**src/rtl/sqe_hb_pkg.sv**
```systemverilog
package sqe_hb_pkg;

  typedef enum logic [1:0] {
    HB_IDLE  = 2'd0,
    HB_WAIT  = 2'd1,
    HB_PULSE = 2'd2
  } hbState_e;

  // control -> datapath strobes
  typedef struct packed {
    logic cntClr;
    logic cntInc;
  } hbStrobe_t;

  // datapath -> control status
  typedef struct packed {
    logic txFall;
    logic colSeen;
    logic hitDelay;
    logic hitWidth;
  } hbStatus_t;

endpackage

```
**src/rtl/sqe_hb_dp.sv**
```systemverilog
module sqe_hb_dp
  import sqe_hb_pkg::*;
#(
  parameter int DELAY = 25,
  parameter int WIDTH = 25
) (
  input  logic      clk,
  input  logic      rstN,
  input  logic      txEn,
  input  logic      lineCol,
  input  hbStrobe_t strobe,
  output hbStatus_t status
);
  localparam int MAXC  = (DELAY > WIDTH) ? DELAY : WIDTH;
  localparam int CNT_W = $clog2(MAXC + 1);

  logic             txEnQ;
  logic             colSeen;
  logic [CNT_W-1:0] cnt;
  logic             txRise;

  assign txRise = txEn & ~txEnQ;

  always_ff @(posedge clk) begin
    if (!rstN) begin
      txEnQ   <= 1'b0;
      colSeen <= 1'b0;
      cnt     <= '0;
    end else begin
      txEnQ <= txEn;
      if (txRise)
        colSeen <= lineCol;
      else if (txEn && lineCol)
        colSeen <= 1'b1;
      if (strobe.cntClr)
        cnt <= '0;
      else if (strobe.cntInc)
        cnt <= cnt + 1'b1;
    end
  end

  assign status.txFall   = txEnQ & ~txEn;
  assign status.colSeen  = colSeen;
  assign status.hitDelay = (cnt == CNT_W'(DELAY - 1));
  assign status.hitWidth = (cnt == CNT_W'(WIDTH - 1));


  col_clear_chk: assert property (@(posedge clk) disable iff (!rstN)
    (txEn && !txEnQ) |=> (colSeen == $past(lineCol)));


  cnt_range_chk: assert property (@(posedge clk) disable iff (!rstN)
    cnt < CNT_W'(MAXC));

endmodule

```
**src/rtl/sqe_hb_ctrl.sv**
```systemverilog
module sqe_hb_ctrl
  import sqe_hb_pkg::*;
(
  input  logic      clk,
  input  logic      rstN,
  input  logic      txEn,
  input  logic      speed10,
  input  logic      repeaterMode,
  input  logic      hbDisable,
  input  hbStatus_t status,
  output hbStrobe_t strobe,
  output logic      hbPulse
);
  hbState_e state, stateNext;
  logic     gateOk;

  assign gateOk = speed10 & ~repeaterMode & ~hbDisable;

  always_comb begin
    stateNext     = state;
    strobe.cntClr = 1'b0;
    strobe.cntInc = 1'b0;
    unique case (state)
      HB_IDLE: begin
        if (status.txFall && gateOk && !status.colSeen) begin
          stateNext     = HB_WAIT;
          strobe.cntClr = 1'b1;
        end
      end
      HB_WAIT: begin
        if (txEn || !gateOk) begin
          stateNext     = HB_IDLE;
          strobe.cntClr = 1'b1;
        end else if (status.hitDelay) begin
          stateNext     = HB_PULSE;
          strobe.cntClr = 1'b1;
        end else begin
          strobe.cntInc = 1'b1;
        end
      end
      HB_PULSE: begin
        if (txEn || !gateOk || status.hitWidth) begin
          stateNext     = HB_IDLE;
          strobe.cntClr = 1'b1;
        end else begin
          strobe.cntInc = 1'b1;
        end
      end
      default: begin
        stateNext     = HB_IDLE;
        strobe.cntClr = 1'b1;
      end
    endcase
  end

  always_ff @(posedge clk) begin
    if (!rstN) state <= HB_IDLE;
    else       state <= stateNext;
  end

  assign hbPulse = (state == HB_PULSE);


  hb_gate_chk: assert property (@(posedge clk) disable iff (!rstN)
    $rose(hbPulse) |-> $past(speed10 && !repeaterMode && !hbDisable));


  tx_cancel_chk: assert property (@(posedge clk) disable iff (!rstN)
    (txEn && state != HB_IDLE) |=> !hbPulse);


  no_rise_in_tx_chk: assert property (@(posedge clk) disable iff (!rstN)
    $rose(hbPulse) |-> !$past(txEn));

endmodule

```
**src/rtl/sqe_heartbeat.sv**
```systemverilog
module sqe_heartbeat
  import sqe_hb_pkg::*;
#(
  parameter int DELAY = 25,
  parameter int WIDTH = 25
) (
  input  logic clk,
  input  logic rstN,
  input  logic txEn,
  input  logic lineCol,
  input  logic speed10,
  input  logic repeaterMode,
  input  logic hbDisable,
  output logic colOut
);
  hbStrobe_t strobe;
  hbStatus_t status;
  logic      hbPulse;

  sqe_hb_dp #(.DELAY(DELAY), .WIDTH(WIDTH)) u_dp (
    .clk    (clk),
    .rstN   (rstN),
    .txEn   (txEn),
    .lineCol(lineCol),
    .strobe (strobe),
    .status (status)
  );

  sqe_hb_ctrl u_ctrl (
    .clk         (clk),
    .rstN        (rstN),
    .txEn        (txEn),
    .speed10     (speed10),
    .repeaterMode(repeaterMode),
    .hbDisable   (hbDisable),
    .status      (status),
    .strobe      (strobe),
    .hbPulse     (hbPulse)
  );

  assign colOut = lineCol | hbPulse;


  col_pass_chk: assert property (@(posedge clk) disable iff (!rstN)
    lineCol |-> colOut);

endmodule

```
**config.mk**
```make
export PLATFORM = sky130hd
export DESIGN_NAME = sqe_heartbeat
export DESIGN_NICKNAME = d
export VERILOG_FILES = /design/src/rtl/sqe_hb_pkg.sv /design/src/rtl/sqe_hb_dp.sv /design/src/rtl/sqe_hb_ctrl.sv /design/src/rtl/sqe_heartbeat.sv
export SDC_FILE = /design/constraint.sdc
export NUM_CORES = 1
export LEC_CHECK = 0
export ABC_CLOCK_PERIOD_IN_PS = 1600
export BUFFER_PORTS_ARGS = -buffer_cell sky130_fd_sc_hd__clkbuf_2
export CAP_MARGIN = 5
export CORE_MARGIN = 3
export CORE_UTILIZATION = 25
export CTS_BUF_LIST = sky130_fd_sc_hd__clkbuf_4
export DETAILED_ROUTE_END_ITERATION = 8
export PLACE_DENSITY = 0.44
export SETUP_SLACK_MARGIN = 0.15
export SLEW_MARGIN = 20
export SYNTH_ARGS = -nofsm -noshare
export SYNTH_HDL_FRONTEND = slang
export SYNTH_SLANG_ARGS = --single-unit
export TNS_END_PERCENT = 30
```
**constraint.sdc**
```tcl
create_clock -name clk -period 1.6 [get_ports clk]
set_input_delay 0.08 -clock clk [delete_from_list [all_inputs] [get_ports clk]]
set_output_delay 0.08 -clock clk [all_outputs]
set_load 0.05 [all_outputs]
```
== Word-level counts from Yosys, hierarchy flattened ==
Cells that the tools add are included.

* Add/subtract/negate cells: 1
* $mul: 0
* Div/mod/pow operators: 0
* Magnitude comparators: 0
* Equal/unequal tests: 6
* Shift operators: 0
* Multiplexer cells: 16
* Bitwise logic cells: 10
* Reductions and logical operators: 11

{| class="wikitable"
|+ Operators with widths
! operator !! number
|-
| two-way mux 1 bit || 9
|-
| two-way mux 2 bit || 4
|-
| one-hot mux 2 bit (3 select lines) || 1
|-
| adder 5 x 1 -> 5 bit, second input constant || 1
|-
| equality test 5 bit, second input constant || 1
|-
| NOT 1 bit || 5
|-
| bitwise AND 1 bit || 4
|-
| inequality test 2 x 1 -> 1 bit, second input constant || 2
|-
| logical AND 1 bit || 3
|-
| inequality test 3 x 1 -> 1 bit, second input constant || 1
|-
| one-hot mux 1 bit (3 select lines) || 1
|-
| AND reduction 3 bit || 1
|-
| equality test 2 x 1 -> 1 bit, second input constant || 1
|-
| equality test 2 bit, second input constant || 1
|-
| zero test 1 bit || 2
|-
| zero test 2 bit || 1
|-
| logical OR 1 bit || 2
|-
| one-hot mux 1 bit (2 select lines) || 1
|-
| nonzero test 2 bit || 1
|-
| OR reduction 2 bit || 1
|-
| bitwise OR 1 bit || 1
|}

* Bits in registers: 9
* Latch bits: 0
* Bits in writable memories: 0
* ROM bits: 0
* Input port bits: 7
* Output and inout port bits: 1
* Memories: 0

== Longest topological paths before layout ==
* Depth in word-level cells: 9
* Gate-level depth with buffers: 6

== Modules after synthesis ==
Synthesis repeated with hierarchy kept, for this count alone.

* Cell total of the unflattened synthesis: 62
* Area total of the unflattened synthesis: 543.0 um^2

{| class="wikitable"
|+ Modules (own cells, without submodules)
! module !! instances !! cells an instance !! area each (um^2) !! sequential area each (um^2)
|-
| sqe_hb_dp || 1 || 34 || 316.6 || 140.1
|-
| sqe_hb_ctrl || 1 || 27 || 220.2 || 40.0
|-
| sqe_heartbeat || 1 || 1 || 6.3 || 0.0
|}

== Worst setup path before layout ==
Ideal clock, no wire load.

* Kind: flip-flop to flip-flop
* From: reg u_ctrl.state[1]
* To: reg u_dp.cnt[3]
* Library setup time: 0.066 ns
* Data arrival time: 1.477 ns
* Setup slack: 0.057 ns
* Stages on the path, launching flop included: 7
* Path buffers: 0
* Period minus slack after synthesis: 1.543 ns
* Cell sequence: dfxtp_1 -> inv_1 -> ha_1 -> nor2_2 -> a21oi_1 -> or4b_4 -> a21oi_2

* Longest elaborated chain between the ends: 3
* Elaborated cells between the ends (all ways): 6
* Those cells by class: 2 x eq/ne; 2 x mux; 2 x reduce/logical

{| class="wikitable"
|+ RTL lines
! what !! line !! RTL
|-
| start: declaration || sqe_hb_ctrl.sv:14 || <nowiki>hbState_e state, stateNext;</nowiki>
|-
| start signal: assignment || sqe_hb_ctrl.sv:58 || <nowiki>else state <= stateNext;</nowiki>
|-
| equality test 2 bit, or another cell as far along || sqe_hb_ctrl.sv:23 || <nowiki>unique case (state)</nowiki>
|-
| one-hot mux 1 bit (3 select lines) || sqe_hb_ctrl.sv:23 ||
|-
| OR reduction 2 bit (no source line) || n/a ||
|-
| end signal: assignment || sqe_hb_dp.sv:38 || <nowiki>cnt <= cnt + 1'b1;</nowiki>
|-
| end: declaration || sqe_hb_dp.sv:19 || <nowiki>logic [CNT_W-1:0] cnt;</nowiki>
|}

Several ways; a longest one is shown, not always the timed one.
A chain may end at the register's enable or synchronous reset.

== Worst setup path after layout ==
* From: reg u_ctrl.state[0]
* To: reg u_dp.cnt[3]

The elaborated chain is that of the path after synthesis.

==> results.json <==
{
  "status": "finished, final reports clean",
  "synth_area_per_cell_um2": 9.61,
  "p_per_area_mw_per_mm2": 582,
  "insertion_delay_ps": 260,
  "start_util": 0.280,
  "r2r_end": "u_dp.cnt[3]$_SDFFE_PP0P_",
  "first_pass_iters": 2,
  "synth_seq_area_share": 0.312,
  "area_growth_pct": 39.0,
  "synth_warnings": 0,
  "drive_gt1_frac": 0.532,
  "slowest_stage": "or4b_4",
  "route.detailed.drc": 0,
  "htree_levels": 1,
  "rsz0062_at_grt": "true",
  "crit_required_ps": 1800,
  "period_share": 0.939,
  "viasPerCell": 4.40,
  "grt_pass1_vias": 442,
  "dp_cells": 99,
  "tightest_slew_ps": 370,
  "grt_use_total": 0.0941,
  "cts-root-buf": "clkbuf_4",
  "max_freq_ghz": 0.666,
  "die_area_mm2": 0.00292,
  "clk_pin_slew_ps": 70,
  "cp-start-kind": "flip-flop",
  "critPathMaxFanout": 5,
  "maxCapViolCount": 0,
  "routabilityCongestion": 0.767,
  "clockBufferDepth": 2,
  "cp_cell_sequence": "inv_4 > ha_4 > and3_1 > or4b_4 > a21oi_2",
  "rows": 16,
  "clock-sinks": 9,
  "postSynth.asyncResetShare": 0,
  "synth_area_um2": 577,
  "worstHoldPathType": "input port to flip-flop",
  "finalSetupViolCount": 0,
  "fin_nets": 91,
  "ff2ff_path_depth": 5,
  "ys.flop_type": "dfxtp_1",
  "irDropWorstVdd_uv": 416,
  "synth_nets": 73,
  "worst-path-buf-inv": 1,
  "wl_mm": 1.13,
  "num_vias": 458,
  "crit_arrival_ps": 1700,
  "drtIter0Drc": 3,
  "io_pins": 8,
  "critPathMaxStageDelay_ps": 570,
  "layout_min_cycle_time_ps": 1500,
  "cts_tree": "built",
  "r2r_start": "u_ctrl.state[0]$_SDFFE_PN0P_",
  "path_class": "flip-flop to flip-flop",
  "hold_path_depth": 3,
  "regToRegSetupSlack_ps": 100,
  "n_antenna_cell": 0,
  "relSlewSlack": 0.752,
  "timing.clock.skew_ps": 4.50,
  "drv_slew": 0,
  "yosysUniqueCellTypes": 28,
  "p_leak_nw": 0.317,
  "die_h_um": 54.0,
  "worstHoldStart": "lineCol",
  "finalSetupTns_ps": 0,
  "drt.antenna.violating_nets": 0,
  "die_x_um": 54.0,
  "antenna_found_initial": 0,
  "final-instance-count-excl-fill": 104,
  "grt_pass1_wl_mm": 1.92,
  "synth_edf_count": 0,
  "syn-instance-count": 60,
  "dp_hpwl_um": 897,
  "core_area_mm2": 0.00206,
  "startpoint": "u_ctrl.state[0]$_SDFFE_PN0P_",
  "fillers": 215,
  "end_kind": "flip-flop",
  "ys_seq_elements": 9,
  "hold_viol_final": 0,
  "io_buffers": 7,
  "gr-total-overflow": 0,
  "detail_route.wl_per_cell_um": 10.9,
  "min_to": "u_dp.colSeen$_SDFFE_PN0P_",
  "cp_top_family": "simple AND/OR/NAND/NOR gates",
  "grt_start_max_net_pins": 6,
  "numCtsBuffers": 3
}
[worst register-to-register path, stage by stage (launching register included)]
cell and delay, ps:
dfxtp_4 390, inv_4 50, ha_4 160, and3_1 150, or4b_4 570, a21oi_2 120
[synthesized netlist by cell type, types with 2 or more instances]
master | number | area share
a21boi_1 | 3 | 0.039
a21oi_1 | 2 | 0.017
dfxtp_1 | 9 | 0.31
ha_1 | 6 | 0.13
inv_1 | 6 | 0.039
nand2_1 | 2 | 0.013
nor2_1 | 4 | 0.026
nor4_2 | 2 | 0.043
o21ai_1 | 4 | 0.035
or4b_4 | 2 | 0.048
xnor2_1 | 3 | 0.046
[cells by family (layout without fill, tap and decap cells)]
family | count (synthesis) | count (layout) | share of synthesized area
buffers and inverters | 6 | 23 | 0.0390
XOR/XNOR | 3 | 3 | 0.0456
flip-flops | 9 | 9 | 0.312
AND/OR/NAND/NOR | 23 | 23 | 0.325
adder cells (fa/ha/maj) | 6 | 6 | 0.130
multiplexers | 1 | 1 | 0.0174
AO/OA/AOI/OAI | 12 | 12 | 0.130
[through the flow]
step           area (um^2)  hold WS [ps]  worst slack [ps]  power, W  utilization
2_1_floorplan          588           216               141  0.000257            -
4_1_cts                778          66.2              69.1  0.000474        0.377
6_report               802          77.9              97.8  0.000467        0.389
3_5_place_dp           694           346              38.3  0.000275        0.337
3_3_place_gp           694           345              49.3  0.000275        0.337
5_1_grt                802          82.8              43.3  0.000491        0.389
[state kept, by name, indices dropped and copies added (netlist names)]
register,count
u_dp.colSeen,1
u_dp.txEnQ,1
u_ctrl.state,2
u_dp.cnt,5
[placed cells by master, fill, tap and decap left out, types with 3 or more instances in the layout]
cell type,instances
a21boi_1,3
buf_4,6
clkbuf_2,7
ha_4,3
dfxtp_1,6
inv_1,3
o21ai_1,4
xnor2_1,3
clkbuf_4,4
[cell type report]
| class | count | area, um^2 | area share |
|---|---|---|---|
| repair buffers | 13 | 80.1 | 0.0998 |
| flip-flops and latches | 9 | 189 | 0.236 |
| clock buffers | 4 | 30.0 | 0.0374 |
| multi-input cells | 45 | 442 | 0.551 |
| inverters | 6 | 27.5 | 0.0343 |
| well taps | 27 | 33.8 | 0.0421 |
[per-layer routing]
layer | vias up | part of all wire | global-route usage
met5 | - | 0 | 0
met4 | 0 | 0 | 0.0498
met3 | 0 | 0.025 | 0.0332
met2 | 2 | 0.42 | 0.127
met1 | 206 | 0.55 | 0.128
li1 | 250 | - | -
[power by group]
| part | internal, W | leakage, nW | total, W | switching [W] |
|---|---|---|---|---|
| Sequential | 0.000224 | 0.0751 | 0.000226 | 0.00000176 |
| Combinational | 0.0000194 | 0.223 | 0.0000443 | 0.0000249 |
| Clock | 0.000113 | 0.0184 | 0.000197 | 0.0000836 |
| Total | 0.000356 | 0.317 | 0.000467 | 0.000110 |
[worst max path at each step]
stage | cells past startpoint | slack [ps] | end
after floorplan | 6 | 140 | u_dp.cnt[3]$_SDFFE_PP0P_
after global placement | 6 | 50 | u_dp.cnt[0]$_SDFFE_PP0P_
after detailed placement | 6 | 40 | u_dp.cnt[1]$_SDFFE_PP0P_
after CTS | 6 | 70 | u_dp.cnt[3]$_SDFFE_PP0P_
after global routing | 6 | 40 | u_dp.cnt[3]$_SDFFE_PP0P_
final | 5 | 100 | u_dp.cnt[3]$_SDFFE_PP0P_
[timing repair]
action | CTS | global route
gates resized for setup | 14 | 5
pin swaps | 8 | 6
setup buffers | 1 | 0
setup endpoints to repair | 6 | 8
hold buffers | 0 | 0
hold endpoints to repair | 0 | 0
(Power assumes the default switching activity.)
